`config.mk`:
```
export PLATFORM = sky130hd
export DESIGN_NAME = rd_split_engine
export DESIGN_NICKNAME = d
export VERILOG_FILES = /design/src/rtl/rd_split_pkg.sv /design/src/rtl/rd_split_credit.sv /design/src/rtl/rd_split_size.sv /design/src/rtl/rd_split_ctrl.sv /design/src/rtl/rd_split_engine.sv
export SDC_FILE = /design/constraint.sdc
export NUM_CORES = 1
export LEC_CHECK = 0
export ABC_CLOCK_PERIOD_IN_PS = 11500
export BUFFER_PORTS_ARGS = -buffer_cell sky130_fd_sc_hd__buf_2
export CORE_MARGIN = 3
export CORE_UTILIZATION = 45
export CTS_CLUSTER_SIZE = 40
export DETAILED_ROUTE_END_ITERATION = 8
export PLACE_DENSITY = 0.66
export SLEW_MARGIN = 30
export SYNTH_ARGS = -nofsm -noshare
export SYNTH_HDL_FRONTEND = slang
export SYNTH_SLANG_ARGS = --single-unit
export TNS_END_PERCENT = 50
```
`constraint.sdc`:
```
create_clock -name clk_i -period 11.5 [get_ports clk_i]
set_input_delay 2.3 -clock clk_i [delete_from_list [all_inputs] [get_ports clk_i]]
set_output_delay 2.3 -clock clk_i [all_outputs]
set_load 0.02 [all_outputs]
```
`src/rtl/rd_split_pkg.sv`:
```
package rd_split_pkg;
  localparam int PAGE_LG    = 12;
  localparam int PAGE_BYTES = 1 << PAGE_LG;
  localparam int SUB_W      = PAGE_LG + 1;

  typedef enum logic [1:0] {
    ST_IDLE = 2'd0,
    ST_CALC = 2'd1,
    ST_HOLD = 2'd2
  } st_e;

  function automatic logic [SUB_W-1:0] mrs_to_bytes(input logic [2:0] code);
    logic [SUB_W-1:0] b;
    if (code > 3'd5) b = SUB_W'(PAGE_BYTES);
    else             b = SUB_W'(128) << code;
    return b;
  endfunction
endpackage

```
`src/rtl/rd_split_credit.sv`:
```
module rd_split_credit
  import rd_split_pkg::*;
#(
  parameter int BUF_BYTES = 1024,
  parameter int CRD_W     = 11
) (
  input  logic             clk_i,
  input  logic             rst_ni,
  input  logic             rsv_en_i,
  input  logic [SUB_W-1:0] rsv_bytes_i,
  input  logic             rel_en_i,
  input  logic [CRD_W-1:0] rel_bytes_i,
  output logic [CRD_W-1:0] free_o
);
  localparam int SUM_W = ((CRD_W > SUB_W) ? CRD_W : SUB_W) + 1;

  logic [CRD_W-1:0] free_q;
  logic [SUM_W-1:0] sum;

  always_comb begin
    sum = SUM_W'(free_q);
    if (rel_en_i) sum = sum + SUM_W'(rel_bytes_i);
    if (rsv_en_i) sum = sum - SUM_W'(rsv_bytes_i);
  end

  always_ff @(posedge clk_i or negedge rst_ni) begin
    if (!rst_ni) free_q <= CRD_W'(BUF_BYTES);
    else         free_q <= CRD_W'(sum);
  end

  assign free_o = free_q;

  assert_rsv_fits_R3: assert property (@(posedge clk_i) disable iff (!rst_ni)
    rsv_en_i |-> (SUM_W'(rsv_bytes_i) <= SUM_W'(free_q)));
  assert_no_overrun_R3: assert property (@(posedge clk_i) disable iff (!rst_ni)
    SUM_W'(free_q) <= SUM_W'(BUF_BYTES));
  assert_release_adds_R10: assert property (@(posedge clk_i) disable iff (!rst_ni)
    (rel_en_i && !rsv_en_i) |=> (SUM_W'(free_q) == SUM_W'($past(free_q)) + SUM_W'($past(rel_bytes_i))));
endmodule

```
`src/rtl/rd_split_size.sv`:
```
module rd_split_size
  import rd_split_pkg::*;
#(
  parameter int LEN_W = 16,
  parameter int CRD_W = 11
) (
  input  logic [PAGE_LG-1:0] page_off_i,
  input  logic [LEN_W-1:0]   rem_i,
  input  logic [2:0]         mrs_i,
  input  logic [CRD_W-1:0]   free_i,
  output logic [SUB_W-1:0]   chunk_o
);
  localparam int W0    = (LEN_W > CRD_W) ? LEN_W : CRD_W;
  localparam int CMP_W = (W0 > SUB_W) ? W0 : SUB_W;

  logic [CMP_W-1:0] to_page, lim, a, b;

  always_comb begin
    to_page = CMP_W'(PAGE_BYTES) - CMP_W'(page_off_i);
    lim     = CMP_W'(mrs_to_bytes(mrs_i));
    a       = (to_page < lim) ? to_page : lim;
    b       = (CMP_W'(free_i) < CMP_W'(rem_i)) ? CMP_W'(free_i) : CMP_W'(rem_i);
    chunk_o = SUB_W'((a < b) ? a : b);
  end
endmodule

```
`src/rtl/rd_split_ctrl.sv`:
```
module rd_split_ctrl
  import rd_split_pkg::*;
#(
  parameter int ADDR_W = 32,
  parameter int LEN_W  = 16
) (
  input  logic               clk_i,
  input  logic               rst_ni,
  input  logic               req_valid_i,
  output logic               req_ready_o,
  input  logic [ADDR_W-1:0]  req_addr_i,
  input  logic [LEN_W-1:0]   req_len_i,
  input  logic [2:0]         cfg_mrs_i,
  output logic               sub_valid_o,
  input  logic               sub_ready_i,
  output logic [ADDR_W-1:0]  sub_addr_o,
  output logic [SUB_W-1:0]   sub_len_o,
  output logic               done_o,
  input  logic [SUB_W-1:0]   chunk_i,
  output logic [PAGE_LG-1:0] page_off_o,
  output logic [LEN_W-1:0]   rem_o,
  output logic [2:0]         mrs_o,
  output logic               rsv_en_o
);
  st_e               st_q;
  logic [ADDR_W-1:0] addr_q;
  logic [LEN_W-1:0]  rem_q;
  logic [2:0]        mrs_q;
  logic [SUB_W-1:0]  len_q;
  logic              done_q;
  logic              take_sub;

  assign take_sub = (st_q == ST_HOLD) && sub_ready_i;
  assign rsv_en_o = (st_q == ST_CALC) && (chunk_i != '0);

  always_ff @(posedge clk_i or negedge rst_ni) begin
    if (!rst_ni) begin
      st_q   <= ST_IDLE;
      addr_q <= '0;
      rem_q  <= '0;
      mrs_q  <= '0;
      len_q  <= '0;
      done_q <= 1'b0;
    end else begin
      done_q <= 1'b0;
      case (st_q)
        ST_IDLE: if (req_valid_i) begin
          addr_q <= req_addr_i;
          rem_q  <= req_len_i;
          mrs_q  <= cfg_mrs_i;
          if (req_len_i == '0) done_q <= 1'b1;
          else                 st_q   <= ST_CALC;
        end
        ST_CALC: if (rsv_en_o) begin
          len_q <= chunk_i;
          st_q  <= ST_HOLD;
        end
        ST_HOLD: if (take_sub) begin
          addr_q <= addr_q + ADDR_W'(len_q);
          rem_q  <= rem_q - LEN_W'(len_q);
          if (rem_q == LEN_W'(len_q)) begin
            st_q   <= ST_IDLE;
            done_q <= 1'b1;
          end else begin
            st_q <= ST_CALC;
          end
        end
        default: st_q <= ST_IDLE;
      endcase
    end
  end

  assign req_ready_o = (st_q == ST_IDLE);
  assign sub_valid_o = (st_q == ST_HOLD);
  assign sub_addr_o  = addr_q;
  assign sub_len_o   = len_q;
  assign done_o      = done_q;
  assign page_off_o  = addr_q[PAGE_LG-1:0];
  assign rem_o       = rem_q;
  assign mrs_o       = mrs_q;

  assert_in_page_R1: assert property (@(posedge clk_i) disable iff (!rst_ni)
    sub_valid_o |-> ((SUB_W+1)'(addr_q[PAGE_LG-1:0]) + (SUB_W+1)'(len_q) <= (SUB_W+1)'(PAGE_BYTES)));
  assert_size_limit_R2: assert property (@(posedge clk_i) disable iff (!rst_ni)
    sub_valid_o |-> (len_q <= mrs_to_bytes(mrs_q)));
  assert_len_nonzero_R4: assert property (@(posedge clk_i) disable iff (!rst_ni)
    sub_valid_o |-> ((len_q != '0) && (LEN_W'(len_q) <= rem_q)));
  assert_hold_stable_R7: assert property (@(posedge clk_i) disable iff (!rst_ni)
    (sub_valid_o && !sub_ready_i) |=> (sub_valid_o && $stable(sub_addr_o) && $stable(sub_len_o)));
  assert_done_pulse_R8: assert property (@(posedge clk_i) disable iff (!rst_ni)
    done_o |=> !done_o);
  assert_busy_not_ready_R9: assert property (@(posedge clk_i) disable iff (!rst_ni)
    sub_valid_o |-> !req_ready_o);
endmodule

```
`src/rtl/rd_split_engine.sv`:
```
module rd_split_engine
  import rd_split_pkg::*;
#(
  parameter int ADDR_W    = 32,
  parameter int LEN_W     = 16,
  parameter int BUF_BYTES = 1024,
  localparam int CRD_W    = $clog2(BUF_BYTES + 1)
) (
  input  logic              clk_i,
  input  logic              rst_ni,
  input  logic              req_valid_i,
  output logic              req_ready_o,
  input  logic [ADDR_W-1:0] req_addr_i,
  input  logic [LEN_W-1:0]  req_len_i,
  input  logic [2:0]        cfg_mrs_i,
  output logic              sub_valid_o,
  input  logic              sub_ready_i,
  output logic [ADDR_W-1:0] sub_addr_o,
  output logic [SUB_W-1:0]  sub_len_o,
  input  logic              rel_valid_i,
  input  logic [CRD_W-1:0]  rel_bytes_i,
  output logic              done_o
);
  logic [SUB_W-1:0]   chunk;
  logic [PAGE_LG-1:0] page_off;
  logic [LEN_W-1:0]   rem;
  logic [2:0]         mrs;
  logic               rsv_en;
  logic [CRD_W-1:0]   free;

  rd_split_ctrl #(.ADDR_W(ADDR_W), .LEN_W(LEN_W)) i_ctrl (
    .clk_i, .rst_ni, .req_valid_i, .req_ready_o, .req_addr_i, .req_len_i,
    .cfg_mrs_i, .sub_valid_o, .sub_ready_i, .sub_addr_o, .sub_len_o, .done_o,
    .chunk_i(chunk), .page_off_o(page_off), .rem_o(rem), .mrs_o(mrs),
    .rsv_en_o(rsv_en)
  );

  rd_split_size #(.LEN_W(LEN_W), .CRD_W(CRD_W)) i_size (
    .page_off_i(page_off), .rem_i(rem), .mrs_i(mrs), .free_i(free),
    .chunk_o(chunk)
  );

  rd_split_credit #(.BUF_BYTES(BUF_BYTES), .CRD_W(CRD_W)) i_credit (
    .clk_i, .rst_ni, .rsv_en_i(rsv_en), .rsv_bytes_i(chunk),
    .rel_en_i(rel_valid_i), .rel_bytes_i(rel_bytes_i), .free_o(free)
  );

  assert_stall_empty_R6: assert property (@(posedge clk_i) disable iff (!rst_ni)
    (free == '0 && !sub_valid_o) |=> !sub_valid_o);
endmodule

```
==> metrics.csv <==
metric,value,unit
Die X-Extent,134,um
"EDFF count, synth",0,
vias in the first global route,6811,
total grt overflow,0,
Crit Reg-Reg Endpoint,i_credit.free_o[10],
number of vias per cell,5.83,
initial antenna violation count,2,
fin nets,1147,
fill count,1567,
critical path startpoint,i_ctrl.sub_addr_o[3],
Cell Rows,46,
RSZ-0062 raised after global routing,false,
first-pass GRT wire length,35.7,mm
outcome,"finished, final reports clean",
#FFs+latches synth,78,
Worst Reg-to-Reg Cells,30,
CP required,11.78,ns
library cells used by synthesis,74,
final hold violation count,0,
Global Route Usage Sum,0.248,
max capacitance violation total,0,
Final ANT Viol Nets,0,
CP Class,reg2reg,
DR iter-0 viols,504,
largest net degree at the start of global routing,69,
CP Data Arrival Time,7.81,ns
share of layout cells above drive strength 1,0.169,
Layout Skew,0.0106,ns
TNS Setup,0,ns
Async SR Flop Fraction,1.00,
diodes inserted,0,
FF-to-FF setup slack,3.97,ns
DRC,0,
Placed Instance Area,8100,um^2
area grow syn2layout,14.0,%
Min-Delay Path Class,reg2reg,
nature of the critical path startpoint,flop,
"most common cell after layout, fill and taps aside",buf_2,
IO buf count,114,
crit path max-delay cell type,or4_4,
post-DR wirelength/cell,17.9,um
crit-path most repeated cell,a21oi_1,
Final Critical Period,7.53,ns
core area,15900,um^2
Root Driver,clkbuf_16,
initial core utilization,0.463,
"Max FO, Critical Path",29,
Top Ports,115,
post-layout instance area,8410,um^2
Worst Setup End Kind,flop,
most frequent cells in the layout,"buf_2 (113), a21oi_1 (81), dfrtp_1 (77)",
area of the die,18000,um^2
vias post-DR,7117,
latest clock arrival within the worst-skew pair,0.35,ns
max incr delay on CP,0.57,ns
CTS Buffer Depth,2,
Worst-path clk slew,0.07,ns
Worst Slack Setup Final,3.97,ns
drt total wl,21.8,mm
TritonCTS clock tree,done,
FF+latch area,1950,um^2
RR Startpoint,i_ctrl.sub_addr_o[3],
clock sink count,78,
multi-input logic area,5010,um^2
"Core Util, Final",0.527,
# hold bufs at CTS,0,
max-slew headroom at the worst pin,0.441,
Synth warnings,0,
post-cts resize count,0,
Tcrit/Tclk final,0.655,
"Seq/Total Area, Yosys",0.265,
synthesized area,7380,um^2
Final Max Slew Viols,0,
total CTS buffers,9,
fmax,133,MHz
syn_area_per_cell,8.14,um^2
H-tree depth,3,
die boundary height,134,um
placer's final routability congestion estimate,1.02,
crit path to,i_credit.free_o[10],
post-place setup slack,4.07,ns
Post-synth top flop,dfrtp_1,
post-DP HPWL,16.6,mm
# Post-CTS Setup Buffers,0,
setup violators final,0,
synthesized netlist cell count,906,
drt first pass iters,5,
measured slew at the worst slew-check pin,0.839,ns
==> how the worst min path moves through the flow <==
stage | startpoint | depth (start not counted) | slack, ns | to
2_1_floorplan | i_ctrl.rem_o[12] | 2 | 0.48 | i_ctrl.rem_o[12]
3_3_place_gp | i_ctrl.sub_addr_o[29] | 1 | 0.50 | i_ctrl.sub_addr_o[29]
3_5_place_dp | i_ctrl.sub_addr_o[29] | 1 | 0.50 | i_ctrl.sub_addr_o[29]
4_1_cts | i_ctrl.sub_addr_o[29] | 1 | 0.51 | i_ctrl.sub_addr_o[29]
5_1_grt | i_ctrl.sub_addr_o[29] | 1 | 0.54 | i_ctrl.sub_addr_o[29]
6_report | i_ctrl.sub_addr_o[29] | 1 | 0.51 | i_ctrl.sub_addr_o[29]
==> through the flow <==
step                instances  hold slack [ns]
floorplan                 907            0.476
global placement         1205            0.500
detailed placement       1205            0.500
CTS                      1221            0.515
global route             1221            0.538
finish                   1221            0.511
==> metal layers <==
metal	vias up	wire length (um)	global-route usage
li1	3484	-	-
met1	3389	10200	0.344
met2	207	9980	0.395
met3	33	1210	0.0473
met4	4	397	0.0730
met5	-	27	0
==> area by class of cell <==
class / instances / share of cell area
Clock buffer: 9 / 0.0268
Clock inverter: 7 / 0.00953
Inverter: 61 / 0.0272
Multi-Input combinational cell: 728 / 0.597
Sequential cell: 78 / 0.232
Tap cell: 216 / 0.0322
Timing Repair Buffer: 122 / 0.0753
==> state kept, by name (all words and copies together), names as in the netlist <==
signal             cells
i_credit.free_o       11
i_ctrl.done_o          1
i_ctrl.mrs_o           3
i_ctrl.rem_o          16
i_ctrl.st_q            2
i_ctrl.sub_addr_o     32
i_ctrl.sub_len_o      13
==> synthesized netlist by cell type, types with 4 or more instances <==
master,instances,area (um^2)
nand2_1,76,285
o211ai_1,12,90.1
a211oi_1,12,90.1
a31oi_1,12,75.1
mux2_2,9,101
nor2_1,75,282
a2bb2oi_1,4,35.0
inv_1,60,225
o21ai_0,53,265
a311o_1,4,40.0
clkbuf_1,30,113
a21o_1,19,143
nand4_1,10,62.6
and3_1,21,131
mux2i_1,22,220
o21bai_1,9,67.6
nor3_1,29,145
nor2b_1,8,50.1
mux2_4,6,90.1
o22a_1,4,35.0
xnor2_1,25,219
dfrtp_1,77,1930
nor3b_1,6,45.0
xor2_1,14,123
o21a_1,7,52.6
o31ai_1,4,30.0
a21oi_1,81,405
buf_1,5,18.8
a41o_1,4,40.0
nand2b_1,7,43.8
and2_1,6,37.5
nor4_1,11,68.8
or3_1,10,62.6
ha_1,76,951
o22ai_1,5,31.3
nand3_1,33,165
a41oi_1,4,35.0
fa_1,4,80.1
==> critical path: cells and delay by family (launching register included) <==
kind / cells / cell delay [ns]
xor gates and xnor gates: 2 / 0.33
adders and majority gates: 4 / 1.24
and+or+nand+nor: 10 / 2.46
AOI/OAI and AO/OA: 12 / 2.63
DFF: 1 / 0.47
buffers and inverters: 2 / 0.34
==> cell families (layout without fill, tap and decap cells) <==
| group | Yosys count | in the layout | synth area share |
|---|---|---|---|
| compound gates | 258 | 258 | 0.224 |
| xor+xnor | 40 | 40 | 0.0485 |
| fa+ha+maj | 80 | 80 | 0.140 |
| buf+inv | 101 | 199 | 0.0565 |
| flops | 78 | 78 | 0.265 |
| mux | 37 | 37 | 0.0558 |
| other cells | 1 | 2 | 0.000508 |
| simple gates | 311 | 311 | 0.210 |
Power is not shown: default switching activity piles up to over one toggle a cycle in this logic, so the estimate is an artifact.
